===== config.mk =====
export PLATFORM = sky130hd
export DESIGN_NAME = gpb_bank
export DESIGN_NICKNAME = d
export VERILOG_FILES = /design/src/rtl/gpb_pkg.sv /design/src/rtl/gpb_we_reg.sv /design/src/rtl/gpb_sync.sv /design/src/rtl/gpb_port.sv /design/src/rtl/gpb_bank.sv
export SDC_FILE = /design/constraint.sdc
export NUM_CORES = 2
export LEC_CHECK = 0
export BUFFER_PORTS_ARGS = -buffer_cell sky130_fd_sc_hd__buf_2
export CAP_MARGIN = 20
export CORE_AREA = 2 2 330 332
export DETAILED_ROUTE_END_ITERATION = 6
export DIE_AREA = 0 0 332 334
export PLACE_DENSITY = 0.66
export SETUP_SLACK_MARGIN = 0.4
export SKIP_CTS_REPAIR_TIMING = 1
export SLEW_MARGIN = 40
export SYNTH_ARGS = -nofsm -noshare
export SYNTH_HDL_FRONTEND = slang
export SYNTH_HIERARCHICAL = 1
export SYNTH_SLANG_ARGS = --single-unit

===== constraint.sdc =====
create_clock -name clk -period 4.3 [get_ports clk]
set_input_delay 0.215 -clock clk [delete_from_list [all_inputs] [get_ports clk]]
set_output_delay 0.215 -clock clk [all_outputs]
set_load 0.01 [all_outputs]

===== src/rtl/gpb_pkg.sv =====
// Package: shared offsets and decode helpers for the GPIO register bank.
// Assumes word-aligned accesses; address bits 1:0 are ignored by the decoder.
package gpb_pkg;
    localparam int PINS_PER_PORT = 16;
    localparam int WIN_LSB       = 6;   // 64-byte window per port

    localparam logic [5:0] OFF_DOUT    = 6'h00;
    localparam logic [5:0] OFF_OE      = 6'h04;
    localparam logic [5:0] OFF_IE      = 6'h08;
    localparam logic [5:0] OFF_FSEL_LO = 6'h10;
    localparam logic [5:0] OFF_FSEL_HI = 6'h14;
    localparam logic [5:0] OFF_DIN     = 6'h20;
    localparam logic [5:0] OFF_PULL    = 6'h24;
    localparam logic [5:0] OFF_DRV     = 6'h28;
    localparam logic [5:0] OFF_SLEW    = 6'h2C;
    localparam logic [5:0] OFF_DIMASK  = 6'h30;
    localparam logic [5:0] OFF_ENMASK  = 6'h34;

    // Dedicated group registers inside its own window
    localparam logic [5:0] OFF_DED_DRV  = 6'h10;
    localparam logic [5:0] OFF_DED_SLEW = 6'h14;

    // True when an offset names a register in a regular port window
    function automatic logic is_port_off(input logic [5:0] off);
        case (off)
            OFF_DOUT, OFF_OE, OFF_IE, OFF_FSEL_LO, OFF_FSEL_HI, OFF_DIN,
            OFF_PULL, OFF_DRV, OFF_SLEW, OFF_DIMASK, OFF_ENMASK: return 1'b1;
            default: return 1'b0;
        endcase
    endfunction
endpackage


===== src/rtl/gpb_we_reg.sv =====
// Module: per-pin register written through a write-enable halfword.
// Bit k takes wdata[k] only when wdata[16+k] is set. Assumes W <= 16.
module gpb_we_reg #(
    parameter int W = 16
) (
    input  logic          clk,
    input  logic          rst_n,
    input  logic          wr_en,
    input  logic [31:0]   wdata,
    output logic [W-1:0]  q
);
    logic [W-1:0] en;
    logic [W-1:0] val;

    assign en  = wdata[16 +: W];
    assign val = wdata[W-1:0];

    // Merge enabled bits of the written value into the stored state
    always_ff @(posedge clk) begin
        if (!rst_n)     q <= '0;
        else if (wr_en) q <= (q & ~en) | (val & en);
    end

    // bits without an enable keep their value
    assert_keep_unenabled_R2: assert property (@(posedge clk) disable iff (!rst_n)
        wr_en |=> ((q & ~$past(en)) == ($past(q) & ~$past(en))));

    // enabled bits take the written value
    assert_take_enabled_R2: assert property (@(posedge clk) disable iff (!rst_n)
        wr_en |=> ((q & $past(en)) == ($past(val) & $past(en))));

    // no write means no change
    assert_hold_idle_R2: assert property (@(posedge clk) disable iff (!rst_n)
        !wr_en |=> $stable(q));
endmodule


===== src/rtl/gpb_sync.sv =====
// Module: two-flop synchronizer for asynchronous pad inputs.
// Assumes each bit is independent; no multi-bit coherency is provided.
module gpb_sync #(
    parameter int W = 16
) (
    input  logic          clk,
    input  logic          rst_n,
    input  logic [W-1:0]  d,
    output logic [W-1:0]  q
);
    logic [W-1:0] meta;

    // Two-stage capture of the pad levels
    always_ff @(posedge clk) begin
        if (!rst_n) begin
            meta <= '0;
            q    <= '0;
        end else begin
            meta <= d;
            q    <= meta;
        end
    end
endmodule


===== src/rtl/gpb_port.sv =====
// Module: register window of one 16-pin port.
// Holds the pad-control registers, samples the pad inputs and returns
// combinational read data for the offset presented. Assumes wr_en is
// already qualified with this port's window select.
module gpb_port
    import gpb_pkg::*;
(
    input  logic         clk,
    input  logic         rst_n,
    input  logic         wr_en,
    input  logic [5:0]   off,
    input  logic [31:0]  wdata,
    input  logic [15:0]  pad_in,
    output logic [31:0]  rdata,
    output logic [15:0]  dout,
    output logic [15:0]  oe,
    output logic [15:0]  ie,
    output logic [15:0]  slew,
    output logic [47:0]  fsel,
    output logic [31:0]  pull,
    output logic [31:0]  drv
);
    localparam int NP   = PINS_PER_PORT;
    localparam int HALF = NP / 2;

    logic [15:0] dimask;
    logic [15:0] enmask;
    logic [15:0] din_sync;
    logic [2:0]  fsel_q [NP];

    gpb_we_reg #(.W(NP)) u_dout (.clk(clk), .rst_n(rst_n), .wr_en(wr_en && off == OFF_DOUT), .wdata(wdata), .q(dout));
    gpb_we_reg #(.W(NP)) u_oe   (.clk(clk), .rst_n(rst_n), .wr_en(wr_en && off == OFF_OE),   .wdata(wdata), .q(oe));
    gpb_we_reg #(.W(NP)) u_ie   (.clk(clk), .rst_n(rst_n), .wr_en(wr_en && off == OFF_IE),   .wdata(wdata), .q(ie));
    gpb_we_reg #(.W(NP)) u_slew (.clk(clk), .rst_n(rst_n), .wr_en(wr_en && off == OFF_SLEW), .wdata(wdata), .q(slew));

    gpb_sync #(.W(NP)) u_sync (.clk(clk), .rst_n(rst_n), .d(pad_in), .q(din_sync));

    // Function select: one 3-bit field per pin, nibble-spaced in two words
    for (genvar k = 0; k < NP; k++) begin : g_fsel
        localparam logic [5:0] WOFF = (k < HALF) ? OFF_FSEL_LO : OFF_FSEL_HI;
        localparam int         NIB  = k % HALF;

        // Capture the pin's field when its word is written
        always_ff @(posedge clk) begin
            if (!rst_n)                      fsel_q[k] <= '0;
            else if (wr_en && off == WOFF)   fsel_q[k] <= wdata[NIB*4 +: 3];
        end

        assign fsel[k*3 +: 3] = fsel_q[k];
    end

    // Plain read/write registers: pull, drive and the two masks
    always_ff @(posedge clk) begin
        if (!rst_n) begin
            pull   <= '0;
            drv    <= '0;
            dimask <= '0;
            enmask <= '0;
        end else if (wr_en) begin
            if (off == OFF_PULL)   pull   <= wdata;
            if (off == OFF_DRV)    drv    <= wdata;
            if (off == OFF_DIMASK) dimask <= wdata[15:0];
            if (off == OFF_ENMASK) enmask <= wdata[15:0];
        end
    end

    // Read-data selection for the addressed offset
    always_comb begin
        rdata = '0;
        case (off)
            OFF_DOUT:    rdata = {16'h0, dout};
            OFF_OE:      rdata = {16'h0, oe};
            OFF_IE:      rdata = {16'h0, ie};
            OFF_SLEW:    rdata = {16'h0, slew};
            OFF_DIN:     rdata = {16'h0, din_sync & ie};
            OFF_PULL:    rdata = pull;
            OFF_DRV:     rdata = drv;
            OFF_DIMASK:  rdata = {16'h0, dimask};
            OFF_ENMASK:  rdata = {16'h0, enmask};
            OFF_FSEL_LO: for (int j = 0; j < HALF; j++) rdata[j*4 +: 4] = {1'b0, fsel_q[j]};
            OFF_FSEL_HI: for (int j = 0; j < HALF; j++) rdata[j*4 +: 4] = {1'b0, fsel_q[j+HALF]};
            default:     rdata = '0;
        endcase
    end

    // pull holds its value outside writes to its own offset
    assert_pull_hold_R5: assert property (@(posedge clk) disable iff (!rst_n)
        !(wr_en && off == OFF_PULL) |=> $stable(pull));

    // input-data readout never shows a pin whose input is disabled
    assert_din_gated_R7: assert property (@(posedge clk) disable iff (!rst_n)
        (off == OFF_DIN) |-> ((rdata[15:0] & ~ie) == 16'h0));
endmodule


===== src/rtl/gpb_bank.sv =====
// Module: top of the GPIO register bank.
// Decodes the byte address into a port window and offset, fans writes
// out to the ports and the dedicated group, and registers read data.
// Assumes NUM_PORTS <= DED_IDX so the dedicated window never overlaps a port.
module gpb_bank
    import gpb_pkg::*;
#(
    parameter int NUM_PORTS = 4,
    parameter int DED_IDX   = 22,
    parameter int DED_PINS  = 2,
    parameter int AW        = 12
) (
    input  logic                      clk,
    input  logic                      rst_n,
    input  logic                      bus_sel,
    input  logic                      bus_wr,
    input  logic [AW-1:0]             bus_addr,
    input  logic [31:0]               bus_wdata,
    output logic [31:0]               bus_rdata,
    input  logic [NUM_PORTS*16-1:0]   pad_in,
    output logic [NUM_PORTS*16-1:0]   pad_out,
    output logic [NUM_PORTS*16-1:0]   pad_oe,
    output logic [NUM_PORTS*16-1:0]   pad_ie,
    output logic [NUM_PORTS*16-1:0]   pad_slew,
    output logic [NUM_PORTS*48-1:0]   pad_fsel,
    output logic [NUM_PORTS*32-1:0]   pad_pull,
    output logic [NUM_PORTS*32-1:0]   pad_drv,
    output logic [2*DED_PINS-1:0]     ded_drv,
    output logic [DED_PINS-1:0]       ded_slew
);
    localparam int PB = AW - WIN_LSB;

    logic [PB-1:0] win;
    logic [5:0]    off;
    logic          wr_any;
    logic          ded_drv_hit;
    logic          ded_slew_hit;
    logic          port_hit;
    logic          any_hit;
    logic [31:0]   rd_mux;
    logic [31:0]   port_rdata [NUM_PORTS];

    assign win    = bus_addr[AW-1:WIN_LSB];
    assign off    = {bus_addr[5:2], 2'b00};
    assign wr_any = bus_sel && bus_wr;

    assign ded_drv_hit  = (win == PB'(DED_IDX)) && (off == OFF_DED_DRV);
    assign ded_slew_hit = (win == PB'(DED_IDX)) && (off == OFF_DED_SLEW);
    assign port_hit     = (32'(win) < NUM_PORTS) && is_port_off(off);
    assign any_hit      = port_hit || ded_drv_hit || ded_slew_hit;

    for (genvar p = 0; p < NUM_PORTS; p++) begin : g_port
        gpb_port u_port (
            .clk    (clk),
            .rst_n  (rst_n),
            .wr_en  (wr_any && win == PB'(p)),
            .off    (off),
            .wdata  (bus_wdata),
            .pad_in (pad_in[p*16 +: 16]),
            .rdata  (port_rdata[p]),
            .dout   (pad_out[p*16 +: 16]),
            .oe     (pad_oe[p*16 +: 16]),
            .ie     (pad_ie[p*16 +: 16]),
            .slew   (pad_slew[p*16 +: 16]),
            .fsel   (pad_fsel[p*48 +: 48]),
            .pull   (pad_pull[p*32 +: 32]),
            .drv    (pad_drv[p*32 +: 32])
        );
    end

    gpb_we_reg #(.W(DED_PINS)) u_ded_slew (
        .clk(clk), .rst_n(rst_n), .wr_en(wr_any && ded_slew_hit),
        .wdata(bus_wdata), .q(ded_slew)
    );

    // Dedicated group drive strength, plain read/write
    always_ff @(posedge clk) begin
        if (!rst_n)                     ded_drv <= '0;
        else if (wr_any && ded_drv_hit) ded_drv <= bus_wdata[2*DED_PINS-1:0];
    end

    // Select read data from the addressed window
    always_comb begin
        rd_mux = '0;
        if (ded_drv_hit)       rd_mux = 32'(ded_drv);
        else if (ded_slew_hit) rd_mux = 32'(ded_slew);
        else if (port_hit) begin
            for (int p = 0; p < NUM_PORTS; p++)
                if (win == PB'(p)) rd_mux = port_rdata[p];
        end
    end

    // Register read data on an accepted read
    always_ff @(posedge clk) begin
        if (!rst_n)                   bus_rdata <= '0;
        else if (bus_sel && !bus_wr)  bus_rdata <= rd_mux;
    end

    // a read of an unmapped address returns zero
    assert_unmapped_zero_R10: assert property (@(posedge clk) disable iff (!rst_n)
        (bus_sel && !bus_wr && !any_hit) |=> (bus_rdata == 32'h0));

    // pad enables change only with a bus access
    assert_oe_idle_R3: assert property (@(posedge clk) disable iff (!rst_n)
        !bus_sel |=> $stable(pad_oe));

    // dedicated drive moves only on a write to its address
    assert_ded_drv_hold_R9: assert property (@(posedge clk) disable iff (!rst_n)
        !(wr_any && ded_drv_hit) |=> $stable(ded_drv));
endmodule


Word level (Yosys, flattened, before mapping)
Memory sizes are Yosys's and may differ from the RTL's.
Index checks and enable logic that the tools add are counted.
{ "totals": {"register_bits": 806, "mem_count": 4, "out_inout_bits": 742, "ram_bits": 192} }
{ "classes": {"eq_ne": 14, "muxes": 101, "n_reduce_logical": 55, "bitwise_logic": 106, "magnitude_cmp": 1} }
{ "mem_list": {"columns": ["name", "depth", "width", "rd", "rd_ports_with_merged_regs", "write_ports", "line_no", "source"], "rows": [
  ["g_port[0].u_port.fsel_q", 16, 3, 16, 0, 16, "gpb_port.sv:29", "logic [2:0] fsel_q [NP];"],
  ["g_port[1].u_port.fsel_q", 16, 3, 16, 0, 16, "gpb_port.sv:29", null],
  ["g_port[2].u_port.fsel_q", 16, 3, 16, 0, 16, "gpb_port.sv:29", null],
  ["g_port[3].u_port.fsel_q", 16, 3, 16, 0, 16, "gpb_port.sv:29", null]
]} }
{ "op_table": {"columns": ["operator", "n"], "rows": [
  ["one-hot mux 32 bit (11 select lines)", 4],
  ["bitwise AND 16 bit", 21],
  ["bitwise OR 16 bit", 16],
  ["2-to-1 mux 32 bit", 7],
  ["2-to-1 mux 3 bit", 64],
  ["bitwise OR 1 bit", 64],
  ["logical AND 1 bit", 35],
  ["AND reduction 2 bit", 16],
  ["2-to-1 mux 1 bit", 26],
  ["equality test 4 bit, second input constant", 6],
  ["inverter 16 bit", 1],
  ["equality test 6 x 2 -> 1 bit, second input constant", 2],
  ["zero test 6 bit", 2],
  ["OR reduction 11 bit", 1],
  ["equality test 4 x 3 -> 1 bit, second input constant", 2],
  ["equality test 6 x 1 -> 1 bit, second input constant", 1],
  ["equality test 6 x 5 -> 1 bit, second input constant", 1],
  ["less-than comparator 6 x 3 -> 1 bit, second input constant", 1],
  ["bitwise AND 2 bit", 2],
  ["equality test 4 x 1 -> 1 bit, second input constant", 1],
  ["equality test 4 x 2 -> 1 bit, second input constant", 1],
  ["inverter 2 bit", 1],
  ["bitwise OR 2 bit", 1],
  ["zero test 1 bit", 1]
]} }

Depth between registers and ports, before layout
{ "logic_depth": {"ltp_word": 9, "mapped_depth": 13, "ltp_nobuf": 8} }

Hierarchy
Netlist, hierarchy kept.
{ "modules_own_cells": {"columns": ["module", "n_inst", "seq_area_each_um2", "cells_each", "area_each_um2"], "rows": [
  ["gpb_port at g_port[2].u_port ...", 2, 3363.2, 781, 7465.9],
  ["gpb_we_reg at g_port[0].u_port.u_dout ...", 16, 320.3, 85, 750.7],
  ["gpb_port at g_port[1].u_port", 1, 3363.2, 781, 7467.2],
  ["gpb_port at g_port[0].u_port", 1, 3363.2, 792, 7243.2],
  ["gpb_sync", 4, 640.6, 67, 895.9],
  ["gpb_bank", 1, 720.7, 333, 2621.3],
  ["gpb_we_reg at u_ded_slew", 1, 40.0, 10, 82.6]
]} }

Worst setup path after synthesis
OpenSTA, ideal clock, no wires.
{ "synth_timing": {"kind": "in2reg", "from": "in bus_addr[11]", "to": "mem g_port[0].u_port.fsel_q[0][0] (enable)", "setup_time_ns": 0.381, "required_time_ns": 3.919, "t_arrival_ns": 2.768, "slack_ns": 1.151, "path_stages": 9, "cell_sequence": "nor4_4 clkbuf_1 nand3_1 nor3_1 clkbuf_1 clkbuf_1 clkbuf_1 nand2_1 nand2_1"} }
{ "synth_rtl": {"columns": ["item", "line_no", "source"], "rows": [
  ["start: declaration", "gpb_bank.sv:17", "input logic [AW-1:0] bus_addr,"],
  ["end: declaration", "gpb_port.sv:29", null]
]} }

==> impl_metrics.json <==
{
  "syn_inst": 5106,
  "die_h_um": 334,
  "grt_pass1_wl_mm": 313.2,
  "start_util_pct": 44.47,
  "cp_slowest_cell": "nand2_1",
  "criticalPathCategory": "in2reg",
  "nFillCells": 10030,
  "first_iter_violations": 6492,
  "wl_met2_mm": 97.70,
  "place_congestion": 1.003,
  "final.setup.tns_ns": 0,
  "fin_crit_ns": 3.163,
  "critPathBufInv": 4,
  "vdd_ir_drop_max_v": 0.0003273,
  "seq_power_share_pct": 45.8,
  "synth-seq-cells": 998,
  "rows": 121,
  "syn-mean-instance-area_um2": 9.389,
  "synth_fa_ha_area_share_pct": 0,
  "rsz0062_at_grt": "false",
  "cp_data_arrival_time_ns": 3.54,
  "regArea_um2": 21900,
  "async_flop_share_pct": 0,
  "wl_met3_mm": 27.31,
  "nets": 6040,
  "pwr-share-clk_pct": 46.7,
  "cts_root_buf": "clkbuf_16",
  "clk-insertion-delay-late_ns": 0.72,
  "internal_power_mw": 15.98,
  "ys.warnings.count": 6,
  "cp_common_cell": "nand2_1",
  "core-area_um2": 107800,
  "maxSlewViolCount": 0,
  "hold_ws_ns": -0.02661,
  "swShare_pct": 25.24,
  "leakagePower_nw": 24.48,
  "path_cells": "dlygate4sd3_1 > buf_2 > nor4_4 > nand3_1 > nor3_2 > buf_12 > nand2_1 > nand2_1 > buf_4",
  "r2r-start": "g_port[2].u_port/fsel_q[1][11]",
  "cp_max_fo": 93,
  "synth_top_flop_cell": "dfxtp_1",
  "cts.sinks": 998,
  "maxCapViolCount": 0,
  "cts_buffers": 107,
  "first_global_vias": 41450,
  "synth_mux_area_share_pct": 9.388,
  "cts_tree": "done",
  "path_clk_slew_ns": 0.06,
  "finalCritPeriodShare_pct": 73.56,
  "status": "finished with violations",
  "layout-drive-gt1-share_pct": 27.35,
  "detail_route.first_pass.iterations": 7,
  "fmax_mhz": 316.2,
  "synth_most_common_cell": "nand2_1",
  "fin_cells": 7447,
  "ant_nets": 0,
  "grtUsageTotal_pct": 39.13,
  "dp_hpwl_mm": 159.6,
  "synth_top_area_share_pct": 33.66,
  "finClkSkew_ns": 0.03721,
  "area_delta_synth_final_pct": 19.63,
  "synthXorXnorAreaFrac_pct": 0,
  "grt_max_degree": 186,
  "path_delay_family": "simple AND/OR/NAND/NOR gates",
  "routed_wl_mm": 228.3,
  "routed.top_layer": "met5",
  "multiInputGateArea_um2": 23230,
  "io_buffers": 851,
  "synth.area.top_cells": "dfxtp_1 34%, edfxtp_1 12%, nand2_1 9.1%, mux2i_1 7.6%, a21boi_1 4.4%",
  "setup-violations-final": 0,
  "place_inst": 7163,
  "hold_start": "bus_sel",
  "synth_edf_count": 192,
  "slew_headroom_pct": 36.39,
  "die-area_um2": 110900,
  "violations": "design-rule violations, negative hold slack",
  "finalHoldViolCount": 4,
  "io_pins": 854,
  "detailed_place.area_um2": 52770,
  "crit_start": "bus_addr[8]",
  "detail_route.wl_per_cell_um": 30.66,
  "cts_max_level": 3,
  "synth_top_family_by_area": "simple AND/OR/NAND/NOR gates",
  "met1_length_mm": 86.87,
  "synth_largest_area_cell": "dfxtp_1",
  "end_kind": "flip-flop",
  "required_ns": 4.68,
  "finish.instance_area_um2": 57350,
  "die_w_um": 332,
  "cpPeakStageDelay_ns": 0.65,
  "ctsLongestPathBuffers": 3,
  "drcViolationCount": 14,
  "yosys-top-cells-count": "1163 x nand2_1, 806 x dfxtp_1, 379 x nand3_1",
  "vias_per_cell": 6.117,
  "netlist_area_um2": 47940,
  "power_density_nw_per_um2": 372.7,
  "antenna_found_initial": 25,
  "power.switching_mw": 5.395,
  "hold_class": "in2reg",
  "critPathLaunchType": "input port",
  "yosysSeqAreaShare_pct": 45.68,
  "synth_compound_area_share_pct": 13.02,
  "yosys.area_share.simple_pct": 25.61,
  "worst-slew-pin-transition_ns": 0.9470,
  "power.share.combinational_pct": 7.5,
  "dr_total_vias": 45560,
  "grt.overflow.total": 0,
  "yosys.cell_types.count": 78
}
final cells by class:
| type | count | area share [%] |
|---|---|---|
| multi-input combinational | 3675 | 40.50 |
| sequential | 998 | 38.19 |
| timing repair buffer | 1089 | 11.17 |
| clock buffer | 165 | 5.908 |
| tap | 1414 | 3.085 |
| clock inverter | 39 | 0.7374 |
| inverter | 57 | 0.3730 |
| antenna | 10 | 0.04363 |
logic make-up after synthesis:
logic type / count (synthesis)
DFF: 998
AOI/OAI and AO/OA: 806
buffers and inverters: 464
other: 1
and+or+nand+nor: 2416
muxes: 421
power groups by stage:
stage                     clock, mW  sequential [mW]  combinational [mW]
after CTS                      10.0             9.79                1.49
after floorplan                   0             9.98               0.625
after global placement            0             9.99                1.47
after global routing           10.4             9.79                1.63
after detailed placement          0             9.99                1.48
final                          9.98             9.80                1.60
cells in the final DEF, fill, tap and decap left out, drive strengths merged, types with 60 or more instances in the layout:
cell type / netlist / routed
inv: 57 / 62
nand2: 1323 / 1323
nor2: 71 / 71
nor2b: 60 / 60
mux2i: 363 / 363
a22oi: 77 / 77
a222oi: 66 / 66
and2: 360 / 360
buf: 245 / 1021
edfxtp: 192 / 192
nand3: 379 / 379
dlygate4sd3: 0 / 67
dfxtp: 806 / 806
clkbuf: 162 / 166
and3: 65 / 65
a21boi: 336 / 336
layer usage:
metal | global-route usage (%) | vias up
met1 | 50.50 | 22140
met5 | 0 | -
li1 | - | 19420
met3 | 10.11 | 747
met2 | 58.80 | 3236
met4 | 23.67 | 14
tightest hold or removal path, delay by kind of cell:
kind | cells | cell delay [ns]
AND/OR/NAND/NOR | 3 | 0.21
multiplexers | 1 | 0.07
buffers and inverters | 1 | 0.13
final timing paths:
kind                                         end  slack, ns  depth (start not counted)
setup / recovery  g_port[0].u_port/fsel_q[0][21]       1.14                          9
setup reg to reg                   bus_rdata[14]       1.48                          6
hold / removal                         flip-flop      -0.03                          5
hold reg to reg    g_port[2].u_port/u_sync/q[14]       0.44                          1
per-stage QoR:
| step | utilization, % | setup slack, ns | hold WS (ns) | total power, mW |
|---|---|---|---|---|
| after detailed placement | 48.96 | 0.4080 | 0.4290 | 11.48 |
| after CTS | 52.49 | 1.157 | -0.3230 | 21.30 |
| after global placement | 48.91 | 0.3987 | 0.4270 | 11.46 |
| final | 53.21 | 1.137 | -0.02661 | 21.38 |
| after floorplan | - | 1.151 | 0.3512 | 10.61 |
| after global routing | 53.20 | 0.9924 | 0.003839 | 21.81 |
Note: power is estimated with default switching activity, not from simulation.
